<file path="config.mk">
export PLATFORM = sky130hd
export DESIGN_NAME = vline_decimator
export DESIGN_NICKNAME = d
export VERILOG_FILES = /design/src/rtl/vldec_pkg.sv /design/src/rtl/vldec_line_trk.sv /design/src/rtl/vldec_smp_win.sv /design/src/rtl/vldec_frame_acct.sv /design/src/rtl/vline_decimator.sv
export SDC_FILE = /design/constraint.sdc
export NUM_CORES = 1
export LEC_CHECK = 0
export CORE_AREA = 2 2 85 87
export DETAILED_ROUTE_END_ITERATION = 6
export DIE_AREA = 0 0 87 89
export GPL_TIMING_DRIVEN = 0
export PLACE_DENSITY = 0.71
export SLEW_MARGIN = 20
export SYNTH_ARGS = -nofsm -noshare
export SYNTH_HDL_FRONTEND = slang
export SYNTH_SLANG_ARGS = --single-unit
</file>
<file path="constraint.sdc">
create_clock -name clk -period 3.8 [get_ports clk]
set_input_delay 0.76 -clock clk [delete_from_list [all_inputs] [get_ports clk]]
set_output_delay 0.76 -clock clk [all_outputs]
set_load 0.005 [all_outputs]
</file>
<file path="src/rtl/vldec_pkg.sv">
package vldec_pkg;

   typedef enum logic {
      STD_525 = 1'b0,
      STD_625 = 1'b1
   } std_e;

   function automatic int ones8(input logic [7:0] m);
      int n;
      n = 0;
      for (int i = 0; i < 8; i++) n += int'(m[i]);
      return n;
   endfunction

   function automatic int max2(input int a, input int b);
      return (a > b) ? a : b;
   endfunction

endpackage

</file>
<file path="src/rtl/vldec_line_trk.sv">
module vldec_line_trk
   import vldec_pkg::*;
#(
   parameter int          LINES = 768,
   parameter logic [7:0]  DROP  = 8'b1010_0100,
   localparam int         LW    = $clog2(LINES + 1)
) (
   input  logic clk,
   input  logic rst_n,
   input  logic vs_i,
   input  logic hs_i,
   input  std_e std_i,
   output std_e cur_mode_o,
   output std_e frame_mode_o,
   output logic armed_o,
   output logic prior_o,
   output logic line_go_o,
   output logic keep_o
);

   logic [LW-1:0] line_q, line_d;
   logic [1:0]    ph_q, ph_d;
   std_e          mode_q, mode_d;
   logic          armed_q;
   logic [7:0]    lut525;

   initial begin
      assert (LW >= 3) else $error("line counter too narrow for the 8-line group");
   end

   for (genvar p = 0; p < 8; p++) begin : g_lut
      assign lut525[p] = !DROP[p];
   end

   always_comb begin
      line_d = line_q;
      ph_d   = ph_q;
      mode_d = mode_q;
      if (vs_i) begin
         line_d = '0;
         ph_d   = 2'd0;
         mode_d = std_i;
      end else if (hs_i) begin
         line_d = (line_q == LW'(LINES)) ? line_q : line_q + 1'b1;
         ph_d   = (ph_q == 2'd2) ? 2'd0 : ph_q + 2'd1;
      end
   end

   assign keep_o = (line_d < LW'(LINES)) &&
                   ((mode_d == STD_525) ? lut525[line_d[2:0]] : (ph_d != 2'd2));

   assign line_go_o    = vs_i | hs_i;
   assign armed_o      = armed_q | vs_i;
   assign prior_o      = armed_q;
   assign cur_mode_o   = mode_d;
   assign frame_mode_o = mode_q;

   always_ff @(posedge clk or negedge rst_n) begin
      if (!rst_n) begin
         line_q  <= '0;
         ph_q    <= 2'd0;
         mode_q  <= STD_525;
         armed_q <= 1'b0;
      end else begin
         line_q  <= line_d;
         ph_q    <= ph_d;
         mode_q  <= mode_d;
         armed_q <= armed_q | vs_i;
      end
   end

   // the modulo-3 phase register stays in step with the line index
   a_r4_phase_agrees: assert property (@(posedge clk) disable iff (!rst_n)
      (line_q < LW'(LINES)) |-> (ph_q == 2'(line_q % 3)));

endmodule

</file>
<file path="src/rtl/vldec_smp_win.sv">
module vldec_smp_win
   import vldec_pkg::*;
#(
   parameter int  SMP  = 1024,
   parameter int  W525 = 720,
   parameter int  W625 = 680,
   localparam int SW   = $clog2(SMP + 1)
) (
   input  logic clk,
   input  logic rst_n,
   input  logic line_go_i,
   input  logic vld_i,
   input  std_e mode_i,
   output logic in_win_o
);

   localparam int LO525 = (SMP - W525) / 2;
   localparam int HI525 = LO525 + W525 - 1;
   localparam int LO625 = (SMP - W625) / 2;
   localparam int HI625 = LO625 + W625 - 1;

   logic [SW-1:0] smp_q, cur_smp;
   logic          win525, win625;

   initial begin
      assert (W525 <= SMP && W625 <= SMP && W525 > 0 && W625 > 0)
         else $error("window wider than the line");
   end

   assign cur_smp = line_go_i ? '0 : smp_q;

   if (LO525 == 0) begin : g_525_full
      assign win525 = cur_smp <= SW'(HI525);
   end else begin : g_525_mid
      assign win525 = (cur_smp >= SW'(LO525)) && (cur_smp <= SW'(HI525));
   end

   if (LO625 == 0) begin : g_625_full
      assign win625 = cur_smp <= SW'(HI625);
   end else begin : g_625_mid
      assign win625 = (cur_smp >= SW'(LO625)) && (cur_smp <= SW'(HI625));
   end

   assign in_win_o = vld_i && ((mode_i == STD_625) ? win625 : win525);

   always_ff @(posedge clk or negedge rst_n) begin
      if (!rst_n) begin
         smp_q <= '0;
      end else if (vld_i) begin
         smp_q <= (cur_smp == SW'(SMP)) ? cur_smp : cur_smp + 1'b1;
      end else begin
         smp_q <= cur_smp;
      end
   end

   // the sample index saturates at the line length
   a_r8_index_capped: assert property (@(posedge clk) disable iff (!rst_n)
      smp_q <= SW'(SMP));

endmodule

</file>
<file path="src/rtl/vldec_frame_acct.sv">
module vldec_frame_acct
   import vldec_pkg::*;
#(
   parameter int AW      = 19,
   parameter int LW      = 10,
   parameter int KEEP525 = 480,
   parameter int KEEP625 = 512
) (
   input  logic          clk,
   input  logic          rst_n,
   input  logic          vs_i,
   input  logic          line_go_i,
   input  logic          keep_i,
   input  logic          we_i,
   input  logic          prior_i,
   input  std_e          frame_mode_i,
   output logic          wr_en_o,
   output logic [AW-1:0] wr_addr_o,
   output logic          frame_err_o
);

   logic [AW-1:0] addr_q, cur_addr;
   logic [LW-1:0] kept_q, kept_base, target;

   assign cur_addr  = vs_i ? '0 : addr_q;
   assign kept_base = vs_i ? '0 : kept_q;
   assign target    = (frame_mode_i == STD_625) ? LW'(KEEP625) : LW'(KEEP525);

   always_ff @(posedge clk or negedge rst_n) begin
      if (!rst_n) begin
         addr_q      <= '0;
         kept_q      <= '0;
         wr_en_o     <= 1'b0;
         wr_addr_o   <= '0;
         frame_err_o <= 1'b0;
      end else begin
         addr_q      <= cur_addr + AW'(we_i);
         kept_q      <= kept_base + LW'(line_go_i && keep_i);
         wr_en_o     <= we_i;
         wr_addr_o   <= cur_addr;
         frame_err_o <= vs_i && prior_i && (kept_q != target);
      end
   end

   // checker state: last written address and "no write yet in this frame"
   logic [AW-1:0] prev_wa_q;
   logic          fresh_q;
   always_ff @(posedge clk or negedge rst_n) begin
      if (!rst_n) begin
         prev_wa_q <= '0;
         fresh_q   <= 1'b0;
      end else begin
         if (wr_en_o) prev_wa_q <= wr_addr_o;
         fresh_q <= vs_i ? 1'b1 : (wr_en_o ? 1'b0 : fresh_q);
      end
   end

   // first write after a frame start lands at address 0
   a_r9_first_zero: assert property (@(posedge clk) disable iff (!rst_n)
      (wr_en_o && fresh_q) |-> (wr_addr_o == '0));

   // later writes step by exactly one
   a_r9_addr_step: assert property (@(posedge clk) disable iff (!rst_n)
      (wr_en_o && !fresh_q) |-> (wr_addr_o == prev_wa_q + 1'b1));

   // an error pulse only follows a frame-start marker
   a_r10_err_after_vs: assert property (@(posedge clk) disable iff (!rst_n)
      frame_err_o |-> $past(vs_i));

endmodule

</file>
<file path="src/rtl/vline_decimator.sv">
module vline_decimator
   import vldec_pkg::*;
#(
   parameter int          SMP_PER_LINE    = 1024,
   parameter int          LINES_PER_FRAME = 768,
   parameter int          WIN_525         = 720,
   parameter int          WIN_625         = 680,
   parameter logic [7:0]  DROP_525        = 8'b1010_0100,
   localparam int         KEEP_525        = LINES_PER_FRAME / 8 * (8 - ones8(DROP_525)),
   localparam int         KEEP_625        = LINES_PER_FRAME / 3 * 2,
   localparam int         MAX_WR          = max2(KEEP_525 * WIN_525, KEEP_625 * WIN_625),
   localparam int         AW              = $clog2(MAX_WR),
   localparam int         LW              = $clog2(LINES_PER_FRAME + 1)
) (
   input  logic          clk,
   input  logic          rst_n,
   input  logic          vs_i,
   input  logic          hs_i,
   input  logic          vld_i,
   input  logic          std_sel_i,
   output logic          wr_en_o,
   output logic [AW-1:0] wr_addr_o,
   output logic          frame_err_o
);

   initial begin
      assert (LINES_PER_FRAME % 24 == 0)
         else $error("frame height must split into whole 8- and 3-line groups");
   end

   std_e cur_mode, frame_mode;
   logic armed, prior, line_go, keep_line, in_win, we;

   vldec_line_trk #(
      .LINES (LINES_PER_FRAME),
      .DROP  (DROP_525)
   ) u_line (
      .clk          (clk),
      .rst_n        (rst_n),
      .vs_i         (vs_i),
      .hs_i         (hs_i),
      .std_i        (std_e'(std_sel_i)),
      .cur_mode_o   (cur_mode),
      .frame_mode_o (frame_mode),
      .armed_o      (armed),
      .prior_o      (prior),
      .line_go_o    (line_go),
      .keep_o       (keep_line)
   );

   vldec_smp_win #(
      .SMP  (SMP_PER_LINE),
      .W525 (WIN_525),
      .W625 (WIN_625)
   ) u_win (
      .clk       (clk),
      .rst_n     (rst_n),
      .line_go_i (line_go),
      .vld_i     (vld_i),
      .mode_i    (cur_mode),
      .in_win_o  (in_win)
   );

   assign we = armed && keep_line && in_win;

   vldec_frame_acct #(
      .AW      (AW),
      .LW      (LW),
      .KEEP525 (KEEP_525),
      .KEEP625 (KEEP_625)
   ) u_acct (
      .clk          (clk),
      .rst_n        (rst_n),
      .vs_i         (vs_i),
      .line_go_i    (line_go),
      .keep_i       (keep_line),
      .we_i         (we),
      .prior_i      (prior),
      .frame_mode_i (frame_mode),
      .wr_en_o      (wr_en_o),
      .wr_addr_o    (wr_addr_o),
      .frame_err_o  (frame_err_o)
   );

   // a write always comes from a valid sample one cycle earlier
   a_r11_needs_valid: assert property (@(posedge clk) disable iff (!rst_n)
      wr_en_o |-> $past(vld_i));

   // nothing is written before the first frame start
   a_r1_silent_unarmed: assert property (@(posedge clk) disable iff (!rst_n)
      !prior |-> !wr_en_o);

   // sample 0 of any line lies outside both centred windows
   if ((SMP_PER_LINE - WIN_525) / 2 > 0 && (SMP_PER_LINE - WIN_625) / 2 > 0) begin : g_head_chk
      a_r2_line_head_skipped: assert property (@(posedge clk) disable iff (!rst_n)
         $past(vs_i || hs_i) |-> !wr_en_o);
   end

endmodule

</file>
==> results.md <==
- GRT busiest layer: met2
- Post-Layout Inst Area: between 4000 and 5000 um^2
- RePlAce Congestion: 0.878
- Most common cell on crit path: ha_2
- Syn Nets: approximately 360
- Crit Path Class: in2reg
- Largest net degree at the start of global routing: 41
- Post-synthesis instance area: 3640 um^2
- Clock buffer depth: 2
- Clk_lat worst skew: 0.34 ns
- Pre-CTS setup slack: -1.08 ns
- Die width: 87 um
- Total Routing Usage GR: 0.209
- Post-DP Area: a little over 4000 um^2
- Clk_skew: 0.00686 ns
- Layout cells sized above 1: 0.128
- RSZ-0062 raised after global routing: false
- Total Power: 1.59 mW
- Endpoints failing hold: 0
- Core Region: between 6000 and 7000 um^2
- Register area share after synthesis: 0.515
- Setup violations, final: 0
- Post-synth ARST share: 1.00
- Area growth, synth to finish: 20.0%
- Delay-heaviest family, CP: simple AND/OR/NAND/NOR gates
- Routed WL per cell: between 15 and 20 um
- Min Tclk post-route: 3.51 ns
- Antenna Nets Post-Route: 0
- Ant. Diodes: 0
- CTS tree: done
- I/O pin total: 27
- Startpoint types: primary input
- Clock transition at path regs: 0.08 ns
- Global Route met2 Usage: 0.326
- Worst vdd rail ir drop: 0.208 mV
- Via count: 2703
- Max Clock Freq: about 290 MHz
- Slew @ Worst Pin: ~0.6 ns
- Crit-path slowest cell: or3_1
- Vias in the first global route: 2650
- Number of synthesized flops with an enable pin: 0
- Initial Util: 0.542
- Gr ovfl total: 0
- Crit path cell chain: clkbuf_2, or2_4, or3_1, nor4_4, o211ai_1, a211oi_2, ha_2, ha_2, and2_1, nand4_1, nor3_4, nand3_1, mux2_2
- H-tree levels: 3
- Final non-filler cell total: 478
- Synthesized instance count: 350
- Max stage delay on crit path: 0.42 ns
- Slew Viols, Final: 0
- Worst EP arrival: 3.74 ns
- Yosys reg bits: 75
- NumNets Final: 408
- Die area: 7740 um^2
- Tcrit/Tclk final: 0.923
- Final setup margin: 0.294 ns
- Cell Pwr Density: 365 nW/um^2
- Antenna violations before repair: 0
- Mean Syn Cell Area: 10.4 um^2
- Die height: 89 um
- WP buf/inv: 1
- Ys Warns: 0
- M3 GR Usage: 0.0397
- DRT Pass-1 Iters: 4
- Crit end category: flop
- Vias per inst: 5.65
- Path type of the worst min-delay path: in2async
- DP Wirelength: 5120 um
- Final WL: 7450 um
- Headroom to the max-slew limit: 0.610
- Top FF cell, synth: dfrtp_1
- CTS buffer count: 9
- GRT met1 Usage: 0.298
- First-pass GRT wire length: 12600 um
- Drt drc: 0
- Synth cell types: 52
- CTS Sinks: 75
- Number of port buffers: 26
- # rows: 30
- CTS Root Cell: clkbuf_8
- Maxcap violations: 0
- P_leak: approximately 1.9 nW
- Status: finished clean
- Crit path max fanout: 7
- Critical path required time: 4.04 ns
- Inst Count DP: roughly 460
- Drt first-iter violations: ~140
==> logic make-up after synthesis <==
family / synth area share
DFF: 0.515
buffers and inverters: 0.0271
muxes: 0.0175
xor gates and xnor gates: 0.0866
adders and majority gates: 0.0275
and+or+nand+nor: 0.246
AOI/OAI and AO/OA: 0.0797
==> state kept, by name, indices dropped and copies added, names as in the netlist <==
name                 flops
u_win.smp_q             11
u_line.line_q           10
u_acct.frame_err_o       1
u_line.prior_o           1
u_acct.addr_q           19
u_acct.wr_en_o           1
u_acct.kept_q           10
u_line.ph_q              2
u_line.frame_mode_o      1
u_acct.wr_addr_o        19
==> cells in the final DEF (no fill, tap or decap), drive strengths merged, types with 4 or more instances in the layout <==
cell type	count
nor2	36
nor3	9
clkbuf	20
or3	4
and3	9
nor4	7
nand4	11
dfrtp	75
nand4b	5
inv	10
nand3	13
a211oi	4
nand2	21
xor2	20
nor2b	22
nand2b	5
a21oi	9
o21ai	8
ha	8
buf	15
xnor2	16
clkdlybuf4s50	23
==> synth_stat cells, drive strengths merged, types with 2 or more instances <==
| master | instances | area, um^2 |
|---|---|---|
| a211o | 3 | 26.3 |
| a211oi | 4 | 35.0 |
| a21oi | 9 | 45.0 |
| a31oi | 3 | 18.8 |
| and2 | 3 | 18.8 |
| and3 | 9 | 56.3 |
| and4 | 2 | 17.5 |
| and4b | 3 | 30.0 |
| buf | 6 | 27.5 |
| clkbuf | 10 | 37.5 |
| dfrtp | 75 | 1880 |
| ha | 8 | 100 |
| inv | 9 | 33.8 |
| mux2 | 3 | 33.8 |
| mux2i | 3 | 30.0 |
| nand2 | 21 | 78.8 |
| nand2b | 5 | 31.3 |
| nand3 | 13 | 65.1 |
| nand3b | 3 | 22.5 |
| nand4 | 11 | 68.8 |
| nand4b | 5 | 43.8 |
| nor2 | 36 | 135 |
| nor2b | 22 | 140 |
| nor3 | 9 | 50.1 |
| nor4 | 7 | 65.1 |
| o211ai | 3 | 22.5 |
| o21ai | 8 | 40.0 |
| o31ai | 3 | 22.5 |
| or2 | 2 | 15.0 |
| or3 | 4 | 25.0 |
| xnor2 | 16 | 140 |
| xor2 | 20 | 175 |
==> power breakdown <==
group	internal (mW)	switching, mW
Sequential	0.811	0.0144
Combinational	0.0395	0.0601
Clock	0.368	0.302
==> layer usage <==
layer / wire, um / up-vias
li1: - / 1308
met1: 3630 / 1337
met2: 3430 / 48
met3: 308 / 10
met4: 75 / 0
met5: 0 / -
==> timing repair <==
action	4_1_cts	5_1_grt
setup buffers	4	4
setup endpoints to repair	14	5
gates resized for setup	17	12
gates cloned	0	0
pin swaps	7	6
hold buffers	0	0
==> final timing paths <==
| path | start | to | slack (ns) | cells past startpoint |
|---|---|---|---|---|
| setup reg to reg | u_line.line_q[0]$_DFF_PN0_ | u_acct.addr_q[18]$_DFF_PN0_ | 0.31 | 14 |
| hold reg to reg | u_acct.addr_q[6]$_DFF_PN0_ | u_acct.addr_q[6]$_DFF_PN0_ | 0.50 | 1 |
| max in group asynchronous | rst_n | u_acct.wr_addr_o[8]$_DFF_PN0_ | 2.88 | 2 |
| setup / recovery | hs_i | u_acct.addr_q[18]$_DFF_PN0_ | 0.29 | 13 |
| min in group clk | u_acct.addr_q[6]$_DFF_PN0_ | u_acct.addr_q[6]$_DFF_PN0_ | 0.50 | 1 |
| hold / removal | rst_n | u_line.line_q[9]$_DFF_PN0_ | 0.36 | 1 |
==> cell type report <==
cell class                      count  area (um^2)
Tap cell                           80          100
Multi-Input combinational cell    250         1740
Clock buffer                        9          124
Timing Repair Buffer               35          328
Clock inverter                      6         90.1
Sequential cell                    75         1880
Buffer                             14         80.1
Inverter                            9         33.8
Fill cell                         550         2350
==> through the flow <==
| stage | utilization | setup TNS (ns) | hold slack, ns |
|---|---|---|---|
| after floorplan | - | 0 | 0.464 |
| after global placement | 0.596 | -59.72 | 0.494 |
| after detailed placement | 0.598 | -9.94 | 0.491 |
| after CTS | 0.641 | 0 | 0.372 |
| after global routing | 0.650 | 0 | 0.390 |
| final | 0.650 | 0 | 0.365 |
No activity file was read; power rests on OpenSTA's default activity.
